==> config.mk <==
export PLATFORM = sky130hd
export DESIGN_NAME = psram_ctrl
export DESIGN_NICKNAME = d
export VERILOG_FILES = /design/src/rtl/psram_pkg.sv /design/src/rtl/psram_ca_enc.sv /design/src/rtl/psram_lat_calc.sv /design/src/rtl/psram_rd_cap.sv /design/src/rtl/psram_ctrl.sv
export SDC_FILE = /design/constraint.sdc
export NUM_CORES = 1
export LEC_CHECK = 0
export BUFFER_PORTS_ARGS = -buffer_cell sky130_fd_sc_hd__buf_2
export CAP_MARGIN = 40
export CORE_MARGIN = 1
export CORE_UTILIZATION = 50
export CTS_CLUSTER_SIZE = 8
export DETAILED_ROUTE_END_ITERATION = 12
export PLACE_DENSITY = 0.82
export REMOVE_ABC_BUFFERS = 1
export SYNTH_ARGS = -nofsm -noshare
export SYNTH_HDL_FRONTEND = slang
export SYNTH_SLANG_ARGS = --single-unit
==> constraint.sdc <==
create_clock -name clk -period 2.82 [get_ports clk]
set_input_delay 0 -clock clk [delete_from_list [all_inputs] [get_ports clk]]
set_output_delay 0 -clock clk [all_outputs]
set_load 0.05 [all_outputs]
==> src/rtl/psram_pkg.sv <==
package psram_pkg;

   typedef enum logic [2:0] {
      ST_IDLE,
      ST_CA,
      ST_LAT,
      ST_WR,
      ST_RD,
      ST_END,
      ST_GAP
   } psram_st_t;

   localparam int CA_BYTES = 6;
   localparam int CA_BITS  = 8 * CA_BYTES;

endpackage

==> src/rtl/psram_ca_enc.sv <==
module psram_ca_enc #(
   parameter int AW = 22
) (
   input  logic          is_rd,
   input  logic          is_reg,
   input  logic          is_lin,
   input  logic [AW-1:0] addr,
   input  logic [2:0]    idx,
   output logic [7:0]    byte_o
);
   import psram_pkg::*;

   localparam int UPW = 29;

   logic [CA_BITS-1:0] ca;

   assign ca = {is_rd, is_reg, is_lin, UPW'(addr[AW-1:3]), 13'd0, addr[2:0]};

   always_comb begin
      byte_o = 8'h00;
      for (int i = 0; i < CA_BYTES; i++) begin
         if (idx == 3'(i)) byte_o = ca[CA_BITS-1-8*i -: 8];
      end
   end

endmodule

==> src/rtl/psram_lat_calc.sv <==
module psram_lat_calc #(
   parameter int LAT_W   = 4,
   parameter int LAT_MIN = 3,
   parameter int CNTW    = 10
) (
   input  logic [LAT_W-1:0] cfg_lat,
   input  logic             dbl,
   output logic [CNTW-1:0]  half_cycles
);
   localparam logic [LAT_W-1:0] FLOOR = LAT_W'(LAT_MIN);

   if (LAT_MIN < 1 || LAT_MIN >= (1 << LAT_W)) begin : g_bad_floor
      $error("psram_lat_calc: LAT_MIN must fit in LAT_W and be at least 1");
   end
   if (CNTW < LAT_W + 2) begin : g_bad_cntw
      $error("psram_lat_calc: CNTW too narrow for doubled latency");
   end

   logic [LAT_W-1:0] eff;

   assign eff         = (cfg_lat < FLOOR) ? FLOOR : cfg_lat;
   assign half_cycles = dbl ? (CNTW'(eff) << 2) : (CNTW'(eff) << 1);

endmodule

==> src/rtl/psram_rd_cap.sv <==
module psram_rd_cap (
   input  logic        clk,
   input  logic        rst_n,
   input  logic        en,
   input  logic        rwds_i,
   input  logic [7:0]  dq_i,
   output logic [15:0] word_o,
   output logic        valid_o
);
   logic       rwds_q;
   logic       half_q;
   logic [7:0] hi_q;
   logic       edge_seen;

   assign edge_seen = en && (rwds_i != rwds_q);

   always_ff @(posedge clk or negedge rst_n) begin
      if (!rst_n) begin
         rwds_q  <= 1'b0;
         half_q  <= 1'b0;
         hi_q    <= 8'h00;
         word_o  <= 16'h0000;
         valid_o <= 1'b0;
      end else begin
         rwds_q  <= rwds_i;
         valid_o <= 1'b0;
         if (!en) begin
            half_q <= 1'b0;
         end else if (edge_seen) begin
            if (!half_q) begin
               hi_q   <= dq_i;
               half_q <= 1'b1;
            end else begin
               word_o  <= {hi_q, dq_i};
               valid_o <= 1'b1;
               half_q  <= 1'b0;
            end
         end
      end
   end

   AST_RD_SPACING: assert property (@(posedge clk) disable iff (!rst_n)
      valid_o |=> !valid_o) else $error("AST_RD_SPACING");

endmodule

==> src/rtl/psram_ctrl.sv <==
module psram_ctrl
   import psram_pkg::*;
#(
   parameter int AW      = 22,
   parameter int CW      = 9,
   parameter int LAT_W   = 4,
   parameter int LAT_MIN = 3,
   parameter int CSH_CLK = 2,
   parameter bit MASK_EN = 1'b1
) (
   input  logic             clk,
   input  logic             rst_n,
   input  logic [LAT_W-1:0] cfg_lat,
   input  logic             cfg_force_dbl,
   input  logic [CW-1:0]    cfg_max_words,
   input  logic             req_valid,
   output logic             req_ready,
   input  logic             req_read,
   input  logic             req_reg,
   input  logic             req_linear,
   input  logic [AW-1:0]    req_addr,
   input  logic [CW-1:0]    req_len,
   input  logic [15:0]      wr_data,
   input  logic [1:0]       wr_be,
   output logic             wr_take,
   output logic [15:0]      rd_data,
   output logic             rd_valid,
   output logic             req_err,
   output logic             xfer_done,
   output logic             psr_cs_n,
   output logic             psr_ck,
   output logic [7:0]       psr_dq_o,
   output logic             psr_dq_oe,
   input  logic [7:0]       psr_dq_i,
   output logic             psr_rwds_o,
   output logic             psr_rwds_oe,
   input  logic             psr_rwds_i
);
   localparam int CNTW = (CW + 1 > LAT_W + 3) ? CW + 1 : LAT_W + 3;
   localparam int SW   = ((AW > CW) ? AW : CW) + 1;
   localparam int GAPN = 2 * CSH_CLK;
   localparam int HRW  = $clog2(GAPN + 1) + 1;

   if (AW < 4 || AW > 32) begin : g_bad_aw
      $error("psram_ctrl: AW must lie in 4..32");
   end
   if (CW < 1) begin : g_bad_cw
      $error("psram_ctrl: CW must be positive");
   end
   if (CSH_CLK < 1) begin : g_bad_csh
      $error("psram_ctrl: CSH_CLK must be positive");
   end

   psram_st_t       st_q;
   logic [CNTW-1:0] cnt_q;
   logic            rd_q, rg_q, lin_q;
   logic [AW-1:0]   addr_q;
   logic [CW-1:0]   len_q;
   logic [CW-1:0]   rx_q;
   logic [CNTW-1:0] lat_q;
   logic [7:0]      lo_q;
   logic            mlo_q;
   logic            err_q;
   logic            ph_q;
   logic            active;
   logic            bad_req;
   logic [1:0]      wmask;
   logic [7:0]      ca_byte;
   logic [CNTW-1:0] lat_cyc;
   logic            cap_valid;
   logic [15:0]     cap_word;
   logic [SW-1:0]   end_addr;

   // Write mask variant: byte-enable driven strobe or all bytes written
   if (MASK_EN) begin : g_mask
      assign wmask = ~wr_be;
   end else begin : g_nomask
      logic [1:0] be_unused;
      assign be_unused = wr_be;
      assign wmask     = 2'b00;
   end

   psram_ca_enc #(.AW(AW)) i_ca_enc (
      .is_rd  (rd_q),
      .is_reg (rg_q),
      .is_lin (lin_q),
      .addr   (addr_q),
      .idx    (cnt_q[2:0]),
      .byte_o (ca_byte)
   );

   psram_lat_calc #(.LAT_W(LAT_W), .LAT_MIN(LAT_MIN), .CNTW(CNTW)) i_lat_calc (
      .cfg_lat     (cfg_lat),
      .dbl         (psr_rwds_i | cfg_force_dbl),
      .half_cycles (lat_cyc)
   );

   psram_rd_cap i_rd_cap (
      .clk     (clk),
      .rst_n   (rst_n),
      .en      (st_q == ST_RD),
      .rwds_i  (psr_rwds_i),
      .dq_i    (psr_dq_i),
      .word_o  (cap_word),
      .valid_o (cap_valid)
   );

   assign end_addr = SW'(req_addr) + SW'(req_len);
   assign bad_req  = (req_len == '0) || (req_len > cfg_max_words) ||
                     (end_addr > (SW'(1) << AW));

   always_ff @(posedge clk or negedge rst_n) begin
      if (!rst_n) begin
         st_q   <= ST_IDLE;
         cnt_q  <= '0;
         rd_q   <= 1'b0;
         rg_q   <= 1'b0;
         lin_q  <= 1'b0;
         addr_q <= '0;
         len_q  <= '0;
         rx_q   <= '0;
         lat_q  <= '0;
         lo_q   <= 8'h00;
         mlo_q  <= 1'b0;
         err_q  <= 1'b0;
      end else begin
         err_q <= 1'b0;
         unique case (st_q)
            ST_IDLE: begin
               if (req_valid) begin
                  if (bad_req) begin
                     err_q <= 1'b1;
                  end else begin
                     rd_q   <= req_read;
                     rg_q   <= req_reg;
                     lin_q  <= req_linear;
                     addr_q <= req_addr;
                     len_q  <= req_len;
                     rx_q   <= '0;
                     cnt_q  <= '0;
                     st_q   <= ST_CA;
                  end
               end
            end
            ST_CA: begin
               if (cnt_q == CNTW'(CA_BYTES - 1)) begin
                  cnt_q <= '0;
                  lat_q <= lat_cyc;
                  st_q  <= (rg_q && !rd_q) ? ST_WR : ST_LAT;
               end else begin
                  cnt_q <= cnt_q + CNTW'(1);
               end
            end
            ST_LAT: begin
               if (cnt_q == lat_q - CNTW'(1)) begin
                  cnt_q <= '0;
                  st_q  <= rd_q ? ST_RD : ST_WR;
               end else begin
                  cnt_q <= cnt_q + CNTW'(1);
               end
            end
            ST_WR: begin
               if (!cnt_q[0]) begin
                  lo_q  <= wr_data[7:0];
                  mlo_q <= wmask[0];
               end
               if (cnt_q == (CNTW'(len_q) << 1) - CNTW'(1)) begin
                  st_q <= ST_END;
               end
               cnt_q <= cnt_q + CNTW'(1);
            end
            ST_RD: begin
               if (cap_valid) begin
                  rx_q <= rx_q + CW'(1);
                  if (rx_q == len_q - CW'(1)) st_q <= ST_END;
               end
            end
            ST_END: begin
               cnt_q <= '0;
               st_q  <= ST_GAP;
            end
            ST_GAP: begin
               if (cnt_q == CNTW'(GAPN - 2)) st_q <= ST_IDLE;
               cnt_q <= cnt_q + CNTW'(1);
            end
            default: st_q <= ST_IDLE;
         endcase
      end
   end

   assign active = (st_q == ST_CA) || (st_q == ST_LAT) || (st_q == ST_WR) || (st_q == ST_RD);

   // Bus clock phase: low on the first command half-cycle, toggling while active
   always_ff @(posedge clk or negedge rst_n) begin
      if (!rst_n)      ph_q <= 1'b0;
      else if (active) ph_q <= ~ph_q;
      else             ph_q <= 1'b0;
   end

   assign psr_cs_n    = ~active;
   assign psr_ck      = active & ph_q;
   assign psr_dq_oe   = (st_q == ST_CA) || (st_q == ST_WR);
   assign psr_rwds_oe = (st_q == ST_WR) && !rg_q;
   assign wr_take     = (st_q == ST_WR) && !cnt_q[0];

   always_comb begin
      psr_dq_o = 8'h00;
      if (st_q == ST_CA)      psr_dq_o = ca_byte;
      else if (st_q == ST_WR) psr_dq_o = cnt_q[0] ? lo_q : wr_data[15:8];
   end

   assign psr_rwds_o = psr_rwds_oe ? (cnt_q[0] ? mlo_q : wmask[1]) : 1'b0;
   assign req_ready  = (st_q == ST_IDLE);
   assign req_err    = err_q;
   assign xfer_done  = (st_q == ST_END);
   assign rd_data    = cap_word;
   assign rd_valid   = cap_valid;

   // Chip-select high run length, saturating, for the gap check
   logic [HRW-1:0] hi_run_q;
   always_ff @(posedge clk or negedge rst_n) begin
      if (!rst_n)                      hi_run_q <= HRW'(GAPN);
      else if (!psr_cs_n)              hi_run_q <= '0;
      else if (hi_run_q != HRW'(GAPN)) hi_run_q <= hi_run_q + HRW'(1);
   end

   AST_CS_GAP: assert property (@(posedge clk) disable iff (!rst_n)
      $fell(psr_cs_n) |-> (hi_run_q == HRW'(GAPN))) else $error("AST_CS_GAP");
   AST_CK_TOGGLE: assert property (@(posedge clk) disable iff (!rst_n)
      (!psr_cs_n && !$past(psr_cs_n)) |-> (psr_ck != $past(psr_ck))) else $error("AST_CK_TOGGLE");
   AST_CK_PARKED: assert property (@(posedge clk) disable iff (!rst_n)
      psr_cs_n |-> !psr_ck) else $error("AST_CK_PARKED");
   AST_RD_NO_DRIVE: assert property (@(posedge clk) disable iff (!rst_n)
      rd_valid |-> (!psr_dq_oe && !psr_rwds_oe)) else $error("AST_RD_NO_DRIVE");
   AST_ERR_NO_BUS: assert property (@(posedge clk) disable iff (!rst_n)
      req_err |-> (psr_cs_n && !psr_dq_oe)) else $error("AST_ERR_NO_BUS");
   AST_DONE_PARKED: assert property (@(posedge clk) disable iff (!rst_n)
      xfer_done |-> (psr_cs_n && !psr_ck && $past(!psr_cs_n))) else $error("AST_DONE_PARKED");
   AST_TAKE_DRIVES: assert property (@(posedge clk) disable iff (!rst_n)
      wr_take |-> (psr_dq_oe && !psr_cs_n)) else $error("AST_TAKE_DRIVES");
   AST_CA_START: assert property (@(posedge clk) disable iff (!rst_n)
      $fell(psr_cs_n) |-> psr_dq_oe) else $error("AST_CA_START");

endmodule

Word-level counts from Yosys, hierarchy flattened
Cells that the tools add are included.
W data, S select, Z words.

storage, ports and cells
  register bits after elaboration = 104
  input port bits = 78
  output and inout port bits = 34
  logic and storage cells = 131

operators by class
  $add $sub $neg = 6
  magnitude comparators = 3
  equality and inequality tests = 26
  mux-type cells = 43
  bitwise gates (word level) = 8
  reductions and logical operators = 27

operators with widths
  kind                     count
  $mux W8                  9
  $pmux W10 S5             1
  $mux W10                 4
  $mux W3                  9
  $mux W9                  3
  $add A22 B9 Y23          1
  $gt A23 B23 Y1 const B   1
  $pmux W3 S7              1
  $eq A10 B10 Y1           2
  $sub A10 B1 Y10 const B  2
  $ne A2 B2 Y1 const B     9
  $pmux W9 S2              1
  $eq A3 B3 Y1 const B     5
  $mux W1                  13
  $eq A3 B2 Y1 const B     4
  $reduce_and A3 Y1        4
  $add A10 B1 Y10 const B  1
  $eq A10 B2 Y1 const B    1
  $eq A10 B3 Y1 const B    1
  $add A9 B1 Y9 const B    1
  $eq A9 B9 Y1             1
  $gt A9 B9 Y1             1
  $logic_not A9 Y1         1
  $sub A9 B1 Y9 const B    1
  other kinds (19)         36

Logic depth before layout (Yosys ltp)
Gate-level depths: netlist of run 1.

  word-level depth = 8
  gate-level depth with buffers = 13
  mapped depth without buffers = 13

Cells and area by module
A second synthesis of run 1 with hierarchy kept.

second synthesis, totals
  cells, all modules = 748
  area, all modules = 7121.8 µm²

modules (own cells, without submodules)
  module          times used  cells an instance  area each (µm²)  sequential area each (µm²)
  psram_ctrl      1           642                5730.5           1926.8
  psram_rd_cap    1           58                 1022.2           675.6
  psram_ca_enc    1           32                 266.5            0.0
  psram_lat_calc  1           16                 102.6            0.0

Least setup slack after synthesis of run 1
No wires, ideal clock.

  path type = in2reg
  from = input req_addr[0]
  to = register addr_q[0]
  library setup time = 0.125 ns
  arrival = 3.528 ns
  required time = 2.695 ns
  path slack = -0.833 ns
  cell stages on the path = 12
  buffers on the path = 1
  path through = ha_1 fa_1 xor2_1 a2111oi_0 o2111ai_1 or4_1 or4_1 or4b_4 o2bb2ai_4 nand2_4 buf_6 mux2_4

between the ends
  longest elaborated chain between the ends = 5

ends and longest elaborated chain
  what                                RTL line           text
  start: declaration                  psram_ctrl.sv:21   input logic [AW-1:0] req_addr,
  $add A22 B9 Y23                     psram_ctrl.sv:108  assign end_addr = SW'(req_addr) + SW'(req_len);
  $gt A23 B23 Y1                      psram_ctrl.sv:110  (end_addr > (SW'(1) << AW));
  $logic_or A1 B1 Y1                  psram_ctrl.sv:109  assign bad_req = (req_len == '0) || (req_len > cfg_max_words) ||
  $not A1 Y1 (no source line)         n/a
  $reduce_and A3 Y1 (no source line)  n/a
  end signal: assignment              psram_ctrl.sv:137  addr_q <= req_addr;
  end: declaration                    psram_ctrl.sv:57   logic [AW-1:0] addr_q;

Several ways; a longest one is shown, not always the timed one.
A chain may end at the register's enable or synchronous reset.

Worst setup path in the final report of run 1
  from = input req_addr[0]
  to = register cnt_q[3]

between the ends
  longest elaborated chain between the ends = 5

ends and longest elaborated chain
  what                                RTL line           text
  $add A22 B9 Y23                     psram_ctrl.sv:108
  $gt A23 B23 Y1                      psram_ctrl.sv:110
  $logic_or A1 B1 Y1                  psram_ctrl.sv:109
  $ne A2 B2 Y1 (no source line)       n/a
  $reduce_and A3 Y1 (no source line)  n/a
  end signal: assignment              psram_ctrl.sv:151  cnt_q <= cnt_q + CNTW'(1);
  end signal: assignment              psram_ctrl.sv:159  cnt_q <= cnt_q + CNTW'(1);
  end signal: assignment              psram_ctrl.sv:170  cnt_q <= cnt_q + CNTW'(1);
  end: declaration                    psram_ctrl.sv:55   logic [CNTW-1:0] cnt_q;

No other way between the ends.

==> results.md, run 1 <==
* Status: complete, but fails checks
* Violated checks: negative hold slack, negative setup slack
* Core Area at 0.0127 mm2
* Slew Limit Fails at 0
* Clk Latency, worst-skew pair at 350 ps
* Area leader, netlist: dfrtp_1
* DP HPWL at 13,300 um
* N_diodes at 0
* Setup violations, final at 55
* Largest family of logic cells by synthesized area: simple AND/OR/NAND/NOR gates
* Synth top area share at 37.9%
* Post-synth EDFFs at 0
* First-pass GRT wire length at 30,500 um
* Cell Rows at 41
* Port bufs at 111
* Max VDD drop at 0.518 mV
* DRT antenna net count at 0
* Logic gate share of total power at 52.3%
* Layout net count at 1,020
* Synth-to-Final Area Change at 34.2%
* Crit end category: register
* Register-to-Register Path Depth at 13
* Count of warnings emitted by yosys at 0
* Layout cells sized above 1 at 34.8%
* Crit path largest cell delay at 520 ps
* Req. time, crit path at 3060 ps
* Yosys reg bits at 99
* Share of synthesized cell area in full adder, half adder and majority cells at 5.47%
* Multiplexer area fraction after synthesis at 12.8%
* Synth Area in XOR/XNOR at 5.62%
* Mean cell area of the mapped netlist at 9.47 um2
* Clock root buffer master: clkbuf_16
* Synth cell count leaders: 99 x dfrtp_1, 92 x nand2_1, 45 x nor2_1
* DP Cell Count at 1,041
* Most frequent cell after synthesis: dfrtp_1
* Crit path launch type: input pin
* R2R Path Start: lat_q[2]
* Crit-path cells: buf_8 > ha_4 > fa_2 > xor2_2 > a2111oi_4 > o2111ai_2 > or4_1 > or4_4 > or4b_4 > o2bb2ai_4 > buf_6 > buf_6 > o211ai_2 > a22o_1
* CTS max path bufs at 2
* RSZ-0062 raised after global routing: true
* Final worst setup slack at -491 ps
* WP data arrival at 3550 ps
* Clock power frac at 15.0%
* Top post-synthesis cells by area: dfrtp_1 38%, mux2_4 6.0%, nand2_1 5.3%, ha_1 5.2%, mux2_2 4.6%
* R2R Setup Slk at 20 ps
* Post-Layout Cell Count at 1,091
* Drt first-iter violations at 417
* Hold Crit Start: cfg_lat[2]
* Synth Instances at 691
* Sequential area share after synthesis at 37.9%
* CP Buf/Inv Count at 3
* Hold Crit Endpoint: lat_q[4]
* Hold Crit Class: in -> reg
* Ys async rst share at 100%
* Net Sw Frac at 43.9%
* Clk slew on worst S/H paths at 70 ps
* Congestion Overflow GR at 0
* Gr usage total at 29.3%
* Worst-margin pin slew at 566 ps
* Reg-to-reg critical path endpoint: cnt_q[6]
* Initial antenna violation count at 0
* Int Pwr at 0.00447 W
* Cell area after synthesis at 0.00655 mm2
* Peak Freq at 0.302 GHz
* TritonCTS Buffers at 9
* Synth unique cells at 72
* Crit-path max FO at 4
* Most used DFF post-synth: dfrtp_1
* Die Footprint at 0.0136 mm2
* TritonCTS clock tree: done
* WHS at -5.38 ps
* Sequential Power Share at 32.7%
* PD cells at 908 mW/mm2
* Die X-Extent at 116 um
* Die extent in y at 116 um
* Drt pass-1 iters at 5
* Vias in the first global route at 6,115
* Post-Route Skew at 5.08 ps
* Slew margin rel. at 62.3%
* Via density at 5.84
* Top delay family on crit path: simple AND/OR/NAND/NOR gates
* Vias at 6,369
* Clock sink count at 99
* Final Hold Fails at 2
* Hold Crit Depth at 3
* Switch Pwr at 0.00350 W
* Worst path slowest cell: or4b_4
* Compound-gate portion of the synthesized area at 15.9%
* # DRC at 0
* Wirelength per Cell at 17.5 um
* Routed WL at 19,100 um
* Lkg Pwr at 4.28 nW
* Largest net degree at the start of global routing at 48
* Initial core utilization at 51.7%
* Final Util at 69.3%
* Total of max-cap violations at 0
* Min cycle time layout at 3310 ps
* Htree depth at 3
* Period utilization at 117%
* I/O pin cnt at 112
* Most frequent CP cell: buf_6
* Post-Synth Simple-Gate Area at 18.1%
* Setup TNS at -23,510 ps
* Critical setup path kind: in -> reg
* Final GP Congestion at 0.960
## layout by cell type, fill, tap and decap left out, types with 9 or more instances in the layout
cell,count
o21ai_0,23
nand3_1,24
mux2i_1,14
mux2_2,27
xnor2_1,24
nand2_1,91
inv_1,31
dlygate4sd3_1,28
nor2_1,45
mux2_4,26
xor2_1,16
clkbuf_16,9
ha_1,25
nor3_1,23
a21oi_1,22
buf_4,100
buf_2,108
nand4_1,13
dfrtp_1,99
## sequential cells by signal (all words and copies together), names as in the netlist, 3 cells and up
register / count
i_rd_cap.hi_q: 8
lat_q: 5
cnt_q: 10
rx_q: 9
len_q: 9
st_q: 3
lo_q: 8
i_rd_cap.word_o: 16
addr_q: 22
## cell families after synthesis
logic type	after synthesis
adder cells (fa/ha/maj)	28
AND/OR/NAND/NOR	247
buffers and inverters	68
AO/OA/AOI/OAI	140
multiplexers	67
flip-flops	99
XOR/XNOR	42
## through the flow
| stage | total power [W] | instance area [um2] | worst slack [ps] |
|---|---|---|---|
| final | 0.00798 | 8780 | -491 |
| after global routing | 0.00844 | 8780 | -564 |
| after CTS | 0.00775 | 8670 | -420 |
| after detailed placement | 0.00639 | 7950 | -1110 |
| after global placement | 0.00624 | 7950 | -1010 |
| after floorplan | 0.00523 | 6390 | -936 |
## power by group through the flow
| stage | logic, W | registers, W | clock network, W |
|---|---|---|---|
| CTS | 0.00399 | 0.00256 | 0.00120 |
| detailed placement | 0.00382 | 0.00257 | 0 |
| global placement | 0.00372 | 0.00253 | 0 |
| global route | 0.00449 | 0.00268 | 0.00128 |
| finish | 0.00417 | 0.00261 | 0.00120 |
| floorplan | 0.00246 | 0.00277 | 0 |
## worst min-delay path, delay by kind of cell
family                 cells  cell delay [ps]
muxes                      1               60
AOI/OAI and AO/OA          1              150
buffers and inverters      1              100
## timing repair
| action | in CTS | in global routing |
|---|---|---|
| hold buffers | 27 | 1 |
| buffers inserted | 2 | 1 |
| setup endpoints to repair | 55 | 60 |
| gates resized for setup | 22 | 16 |
| gates cloned | 3 | 0 |
| pin swaps | 9 | 5 |
| endpoints found under the hold margin | 80 | 1 |
## worst max-delay path by stage
stage / startpoint / end / slack [ps] / cells after the start
3_3_place_gp: req_addr[0] / lin_q / -1010 / 13
4_1_cts: req_addr[0] / cnt_q[4] / -420 / 13
6_report: req_addr[0] / cnt_q[3] / -490 / 14
3_5_place_dp: req_addr[0] / addr_q[9] / -1110 / 13
2_1_floorplan: req_addr[0] / addr_q[0] / -940 / 11
5_1_grt: req_addr[0] / cnt_q[4] / -560 / 14
## per-layer routing
metal	GRT usage [%]	share of wire [%]	wire length [um]
met1	38.3	42	7940
met2	47.4	48	9190
met3	4.31	6.3	1200
met4	15.3	3.9	754
met5	0	0	0
## cell type report
class | instances | area [um2]
Multi-Input combinational cell | 525 | 3940
Timing Repair Buffer | 246 | 1740
Fill cell | 894 | 3890
Tap cell | 172 | 215
Clock buffer | 10 | 239
Inverter | 33 | 124
Clock inverter | 6 | 46.3
Sequential cell | 99 | 2480
Note: power is estimated with default switching activity, not from simulation.
==> run 2, diff against run 1 <==
==> constraint.sdc (replaced) <==
create_clock -name clk -period 2.82 [get_ports clk]
set_input_delay 0 -clock clk [delete_from_list [all_inputs] [get_ports clk]]
set_output_delay 0 -clock clk [all_outputs]
set_load 0.02 [all_outputs]
==> run 2 against run 1 <==
Against the previous run: the run still ends with negative hold slack, negative setup slack left; non-clock buffer count is 3 lower; die area stayed put; count of clock-buffer cells in the layout stayed put; sequential share of layout area is 0.085 points higher; final area is 0.30% lower; cell count is 0.37% lower; maximum frequency is 0.79% higher; total power is 4.4% lower; worst hold slack better by 1.8 ps; utilization is 0.21 points lower; clock power hardly changed.
==> results.md, run 2 (same netlist as run 1, synthesis figures left out) <==
* Port bufs at 111 (unchanged)
* Max Used Layer: met4
* Crit-path max FO at 7 (+3)
* Final Hold Fails at 1 (-1)
* Die extent in y at 116 um (unchanged)
* Largest registers: addr_q x22, i_rd_cap.word_o x16, cnt_q x10
* Vias at 6,291 (-1.2%)
* Drt first-iter violations at 491 (+18%)
* TritonCTS clock tree: done
* Switch Pwr at 0.00316 W (-9.6%)
* Fillers at 908 (+1.6%)
* Initial core utilization at 51.7% (unchanged)
* I/O pin cnt at 112 (unchanged)
* Slew Limit Fails at 0 (unchanged)
* Cell Rows at 41 (unchanged)
* Largest Register: addr_q
* Core Area at 0.0127 mm2 (unchanged)
* Critical setup path kind: in -> reg
* Drt pass-1 iters at 5 (unchanged)
* Clk slew on worst S/H paths at 70 ps (about the same)
* Hold Crit Class: in -> reg
* # DRC at 0 (unchanged)
* Violated checks: negative hold slack, negative setup slack
* First-pass GRT wire length at 29,900 um (-2.1%)
* Lkg Pwr at 4.26 nW (-0.48%)
* Sequential Power Share at 34.8% (+2.1 points)
* WHS at -3.63 ps (+1.75 ps)
* Setup violations, final at 55 (unchanged)
* Wire length on met2 at 9490 um (+3.3%)
* Min cycle time layout at 3290 ps (-25.8 ps)
* Layout cells sized above 1 at 34.5% (-0.28 points)
* Clk Latency, worst-skew pair at 350 ps (about the same)
* Status: complete, but fails checks
* Peak Freq at 0.304 GHz (+0.79%)
* Htree depth at 3 (unchanged)
* Req. time, crit path at 3050 ps (about the same)
* Clock sink count at 99 (unchanged)
* Synth-to-Final Area Change at 33.8%
* Die X-Extent at 116 um (unchanged)
* Most frequent cells in the layout: 108 x buf_2, 100 x buf_4, 99 x dfrtp_1, 92 x nand2_1, 45 x nor2_1
* Logic gate share of total power at 49.8% (-2.5 points)
* DP HPWL at 13,200 um (-1.1%)
* Routed WL at 19,100 um (about the same)
* Final worst setup slack at -466 ps (+25.8 ps)
* Crit end category: register
* Slew margin rel. at 61.5% (-0.78 points)
* Max reg flops at 22 (unchanged)
* Final GP Congestion at 0.953 (-0.75%)
* Total of max-cap violations at 0 (unchanged)
* Initial antenna violation count at 0 (unchanged)
* Commonest non-fill, non-tap cell in the layout: buf_2
* Largest net degree at the start of global routing at 56 (+17%)
* PD cells at 871 mW/mm2 (-4.1%)
* Max VDD drop at 0.391 mV (-25%)
* Clock power frac at 15.4% (+0.4 points)
* Layout net count at 1,016 (-0.39%)
* Worst-margin pin slew at 578 ps (+11.7 ps)
* Die Footprint at 0.0136 mm2 (unchanged)
* Pre-CTS setup slack at -1110 ps (+6.66 ps)
* WL met3 at 1020 um (-15%)
* Crit path launch type: input pin
* RSZ-0062 raised after global routing: true
* Post-Route Skew at 7.42 ps (+2.34 ps)
* N_diodes at 0 (unchanged)
* Wirelength per Cell at 17.6 um (+0.32%)
* Via density at 5.79 (-0.86%)
* Clock root buffer master: clkbuf_16
* Congestion Overflow GR at 0 (unchanged)
* DP Cell Count at 1,039 (-0.19%)
* CTS max path bufs at 2 (unchanged)
* Overall Power at 0.00762 W (-4.4%)
* Setup TNS at -22,120 ps (+1390 ps)
* M1 WL at 7880 um (-0.77%)
* Int Pwr at 0.00446 W (-0.32%)
* WP data arrival at 3520 ps (-30 ps)
* TritonCTS Buffers at 9 (unchanged)
* Vias in the first global route at 5,995 (-2.0%)
* Post-Layout Cell Count at 1,087 (-0.37%)
* Net Sw Frac at 41.5% (-2.4 points)
* Period utilization at 117% (-0.92 points)
* Gr usage total at 28.7% (-0.68 points)
* DRT antenna net count at 0 (unchanged)
-- run 2: cell types whose count changed in the layout (fill, tap and decap cells not counted), sizes merged --
cell         previous run  this run
o211ai                  3         2
dlygate4sd3            28        25
buf                   218       216
clkbuf                 10        12
-- run 2: final timing paths --
check / startpoint / slack, ps / depth (start not counted) / endpoint
min in group asynchronous: rst_n / 200 / 2 / i_rd_cap.word_o[5]
hold / removal: req_addr[8] / -4 / 3 / addr_q[8]
hold reg to reg: ph_q / 450 / 1 / ph_q
setup / recovery: req_len[0] / -470 / 12 / addr_q[2]
max in group asynchronous: rst_n / 1920 / 3 / addr_q[19]
setup reg to reg: lat_q[2] / 0 / 13 / cnt_q[6]
-- run 2: timing repair --
| item | CTS | global route |
|---|---|---|
| endpoints found under the hold margin | 76 | 0 |
| setup buffers | 3 | 1 |
| hold buffers | 25 | 0 |
| setup endpoints to repair | 55 | 57 |
| pin swaps | 4 | 7 |
| cloned | 1 | 2 |
| resized for setup | 15 | 17 |
-- run 2: per-layer routing --
metal	vias up	GRT usage, %
li1	2949	-
met4	0	14.0
met1	3011	37.4
met3	61	2.59
met2	270	48.0
met5	-	0
-- run 2: final cells by class --
type                    count  area [um2]  area share, %
well taps                 172         215           2.46
clock buffers              10         229           2.61
flip-flops and latches     99        2480           28.3
repair buffers            243        1730           19.7
clock inverters             6        48.8          0.557
multi-input cells         524        3940           44.9
inverters                  33         124           1.41
-- run 2: power by group through the flow --
stage,Clock (W),Sequential (W),Combinational (W)
2_1_floorplan,0,0.00258,0.00225
3_3_place_gp,0,0.00255,0.00333
3_5_place_dp,0,0.00259,0.00344
4_1_cts,0.00117,0.00257,0.00356
5_1_grt,0.00125,0.00271,0.00411
6_report,0.00117,0.00265,0.00380
-- run 2: stage by stage --
stage	cell area, um2	util (%)
after global placement	7950	62.7
after detailed placement	7950	62.7
after CTS	8600	67.9
after global routing	8760	69.1
after floorplan	6390	-
final	8760	69.1
-- run 2: worst max-delay path, stage by stage --
cell       delay, ps
buf_6            100
ha_4             150
fa_2             440
a2111oi_4        290
o2111ai_1        150
or4_1            480
or4_4            550
or4b_4           510
o2bb2ai_4        210
nand2_8          130
clkbuf_16        210
mux2_4           290
==> run 3, diff against run 2 <==
--- a/config.mk
+++ b/config.mk
@@ -11,7 +11,8 @@
 export CORE_UTILIZATION = 50
 export CTS_CLUSTER_SIZE = 8
 export DETAILED_ROUTE_END_ITERATION = 12
-export PLACE_DENSITY = 0.82
+export GPL_ROUTABILITY_DRIVEN = 0
+export PLACE_DENSITY = 0.75
 export REMOVE_ABC_BUFFERS = 1
 export SYNTH_ARGS = -nofsm -noshare
 export SYNTH_HDL_FRONTEND = slang
==> run 3 against run 2 <==
Against the previous run: the run ends with negative setup slack left; first-iteration DRC count rose by 1.0%; total power rose by 0.54%; global-route usage rose by 1.2 points; non-clock buffer count rose by 1; critical path type unchanged; critical endpoint is now addr_q[21].
==> results.md, run 3 (same netlist as run 1, synthesis figures left out) <==
* Slew margin rel. at 49.3% (-12 points)
* Logic gate share of total power at 50.0% (+0.2 points)
* Clock power frac at 15.8% (+0.4 points)
* Min cycle time layout at 3410 ps (+121 ps)
* Largest net degree at the start of global routing at 61 (+8.9%)
* Clock sink count at 99 (unchanged)
* First-pass GRT wire length at 31,400 um (+5.0%)
* Switch Pwr at 0.00318 W (+0.46%)
* Die extent in y at 116 um (unchanged)
* CTS max path bufs at 2 (unchanged)
* Worst-margin pin slew at 761 ps (+183 ps)
* Largest registers: addr_q x22, i_rd_cap.word_o x16, cnt_q x10
* WP data arrival at 3640 ps (+120 ps)
* DRT antenna net count at 0 (unchanged)
* Slew Limit Fails at 0 (unchanged)
* Final Hold Fails at 0 (-1)
* Fin area at 0.00881 mm2 (+0.61%)
* Drt pass-1 iters at 5 (unchanged)
* Gr usage total at 29.8% (+1.2 points)
* Post-DP Area at 0.00789 mm2 (-0.79%)
* Initial core utilization at 51.7% (unchanged)
* Drt first-iter violations at 496 (+1.0%)
* TritonCTS clock tree: done
* Final worst setup slack at -586 ps (-121 ps)
* Max reg flops at 22 (unchanged)
* Via density at 5.85 (+1.0%)
* Setup TNS at -28,610 ps (-6490 ps)
* Int Pwr at 0.00449 W (+0.61%)
* I/O pin cnt at 112 (unchanged)
* Period utilization at 121% (+4.3 points)
* DP HPWL at 14,000 um (+6.0%)
* # DRC at 0 (unchanged)
* Synth-to-Final Area Change at 34.6%
* Status: complete, but fails checks
* Clk Latency, worst-skew pair at 360 ps (about the same)
* Die Footprint at 0.0136 mm2 (unchanged)
* Htree depth at 3 (unchanged)
* WHS at 1.60 ps (+5.23 ps)
* Clock root buffer master: clkbuf_16
* Max VDD drop at 0.392 mV (+0.31%)
* Peak Freq at 0.294 GHz (-3.5%)
* Congestion Overflow GR at 0 (unchanged)
* Die X-Extent at 116 um (unchanged)
* RSZ-0062 raised after global routing: true
* Initial antenna violation count at 0 (unchanged)
* Total of max-cap violations at 0 (unchanged)
* Wirelength per Cell at 17.9 um (+2.2%)
* Req. time, crit path at 3060 ps (about the same)
* Vias in the first global route at 6,434 (+7.3%)
* Critical setup path kind: in -> reg
* Violated checks: negative setup slack
* Layout cells sized above 1 at 34.6% (+0.071 points)
* Layout net count at 1,017 (+0.098%)
* Post-Route Skew at 8.93 ps (+1.51 ps)
* TritonCTS Buffers at 9 (unchanged)
* Routed WL at 19,500 um (+2.3%)
* Most frequent cells in the layout: 108 x buf_2, 99 x dfrtp_1, 95 x buf_4, 91 x nand2_1, 45 x nor2_1
* N_diodes at 0 (unchanged)
* Commonest non-fill, non-tap cell in the layout: buf_2
* Port bufs at 111 (unchanged)
* PD cells at 870 mW/mm2 (about the same)
* Setup violations, final at 55 (unchanged)
* Final Util at 69.5% (+0.42 points)
* Pre-CTS setup slack at -1180 ps (-74.3 ps)
* Vias at 6,360 (+1.1%)
* Lkg Pwr at 4.26 nW (about the same)
* Sequential Power Share at 34.2% (-0.6 points)
* Crit path launch type: input pin
* Crit end category: register
* Crit-path max FO at 7 (unchanged)
* Hold Crit Class: in -> reg
* Core Area at 0.0127 mm2 (unchanged)
* Cell Rows at 41 (unchanged)
* Largest Register: addr_q
* Net Sw Frac at 41.5% (about the same)
* Clk slew on worst S/H paths at 70 ps (about the same)
==> run 3: layer usage <==
layer	GRT usage (%)	part of all wire, %	vias to the layer above
li1	-	-	2957
met1	36.2	40	3071
met2	52.1	51	259
met3	4.57	5.4	73
met4	13.8	3.7	0
met5	0	0	-
==> run 3: path summary, 6_finish.rpt <==
path / start / endpoint / slack, ps / cells past startpoint
min in group asynchronous: rst_n / addr_q[16] / 280 / 2
max reg2reg: lat_q[2] / cnt_q[6] / 10 / 13
min reg2reg: ph_q / ph_q / 420 / 1
max in group asynchronous: rst_n / lat_q[3] / 1740 / 3
min: req_valid / req_err / 2 / 3
max: req_len[0] / addr_q[21] / -590 / 13
==> run 3: stage by stage <==
step           power, W  instances
2_1_floorplan   0.00483        656
3_3_place_gp    0.00583       1034
3_5_place_dp    0.00604       1034
4_1_cts         0.00738       1083
5_1_grt         0.00813       1088
6_report        0.00767       1088
==> run 3: area by class of cell <==
| type | instances | area [um2] |
|---|---|---|
| Timing Repair Buffer | 244 | 1740 |
| Clock buffer | 9 | 225 |
| Multi-Input combinational cell | 524 | 3960 |
| Sequential cell | 99 | 2480 |
| Tap cell | 172 | 215 |
| Clock inverter | 7 | 70.1 |
| Fill cell | 926 | 3860 |
| Inverter | 33 | 124 |
==> run 3: repair_timing <==
action                                  CTS  global route
cloned                                    2             1
endpoints found under the hold margin    94             0
endpoints found under the setup margin   55            58
pin swaps                                13            12
setup buffers                             3             4
hold buffers                             29             0
resized for setup                        19            21
==> run 3: power by group through the flow <==
stage	Clock, W	Combinational (W)	Sequential [W]
4_1_cts	0.00122	0.00359	0.00257
2_1_floorplan	0	0.00225	0.00258
5_1_grt	0.00129	0.00416	0.00269
6_report	0.00121	0.00383	0.00262
3_3_place_gp	0	0.00328	0.00254
3_5_place_dp	0	0.00344	0.00259
==> run 3: critical path, cell delays in order <==
cell and delay [ps]:
buf_8 100, ha_4 160, fa_2 380, a21o_1 210, a221oi_4 280, xnor2_1 120
or4_1 480, or4_4 500, or4b_4 560, o2bb2ai_4 220, nand2_8 130, buf_16 210
mux2_4 300
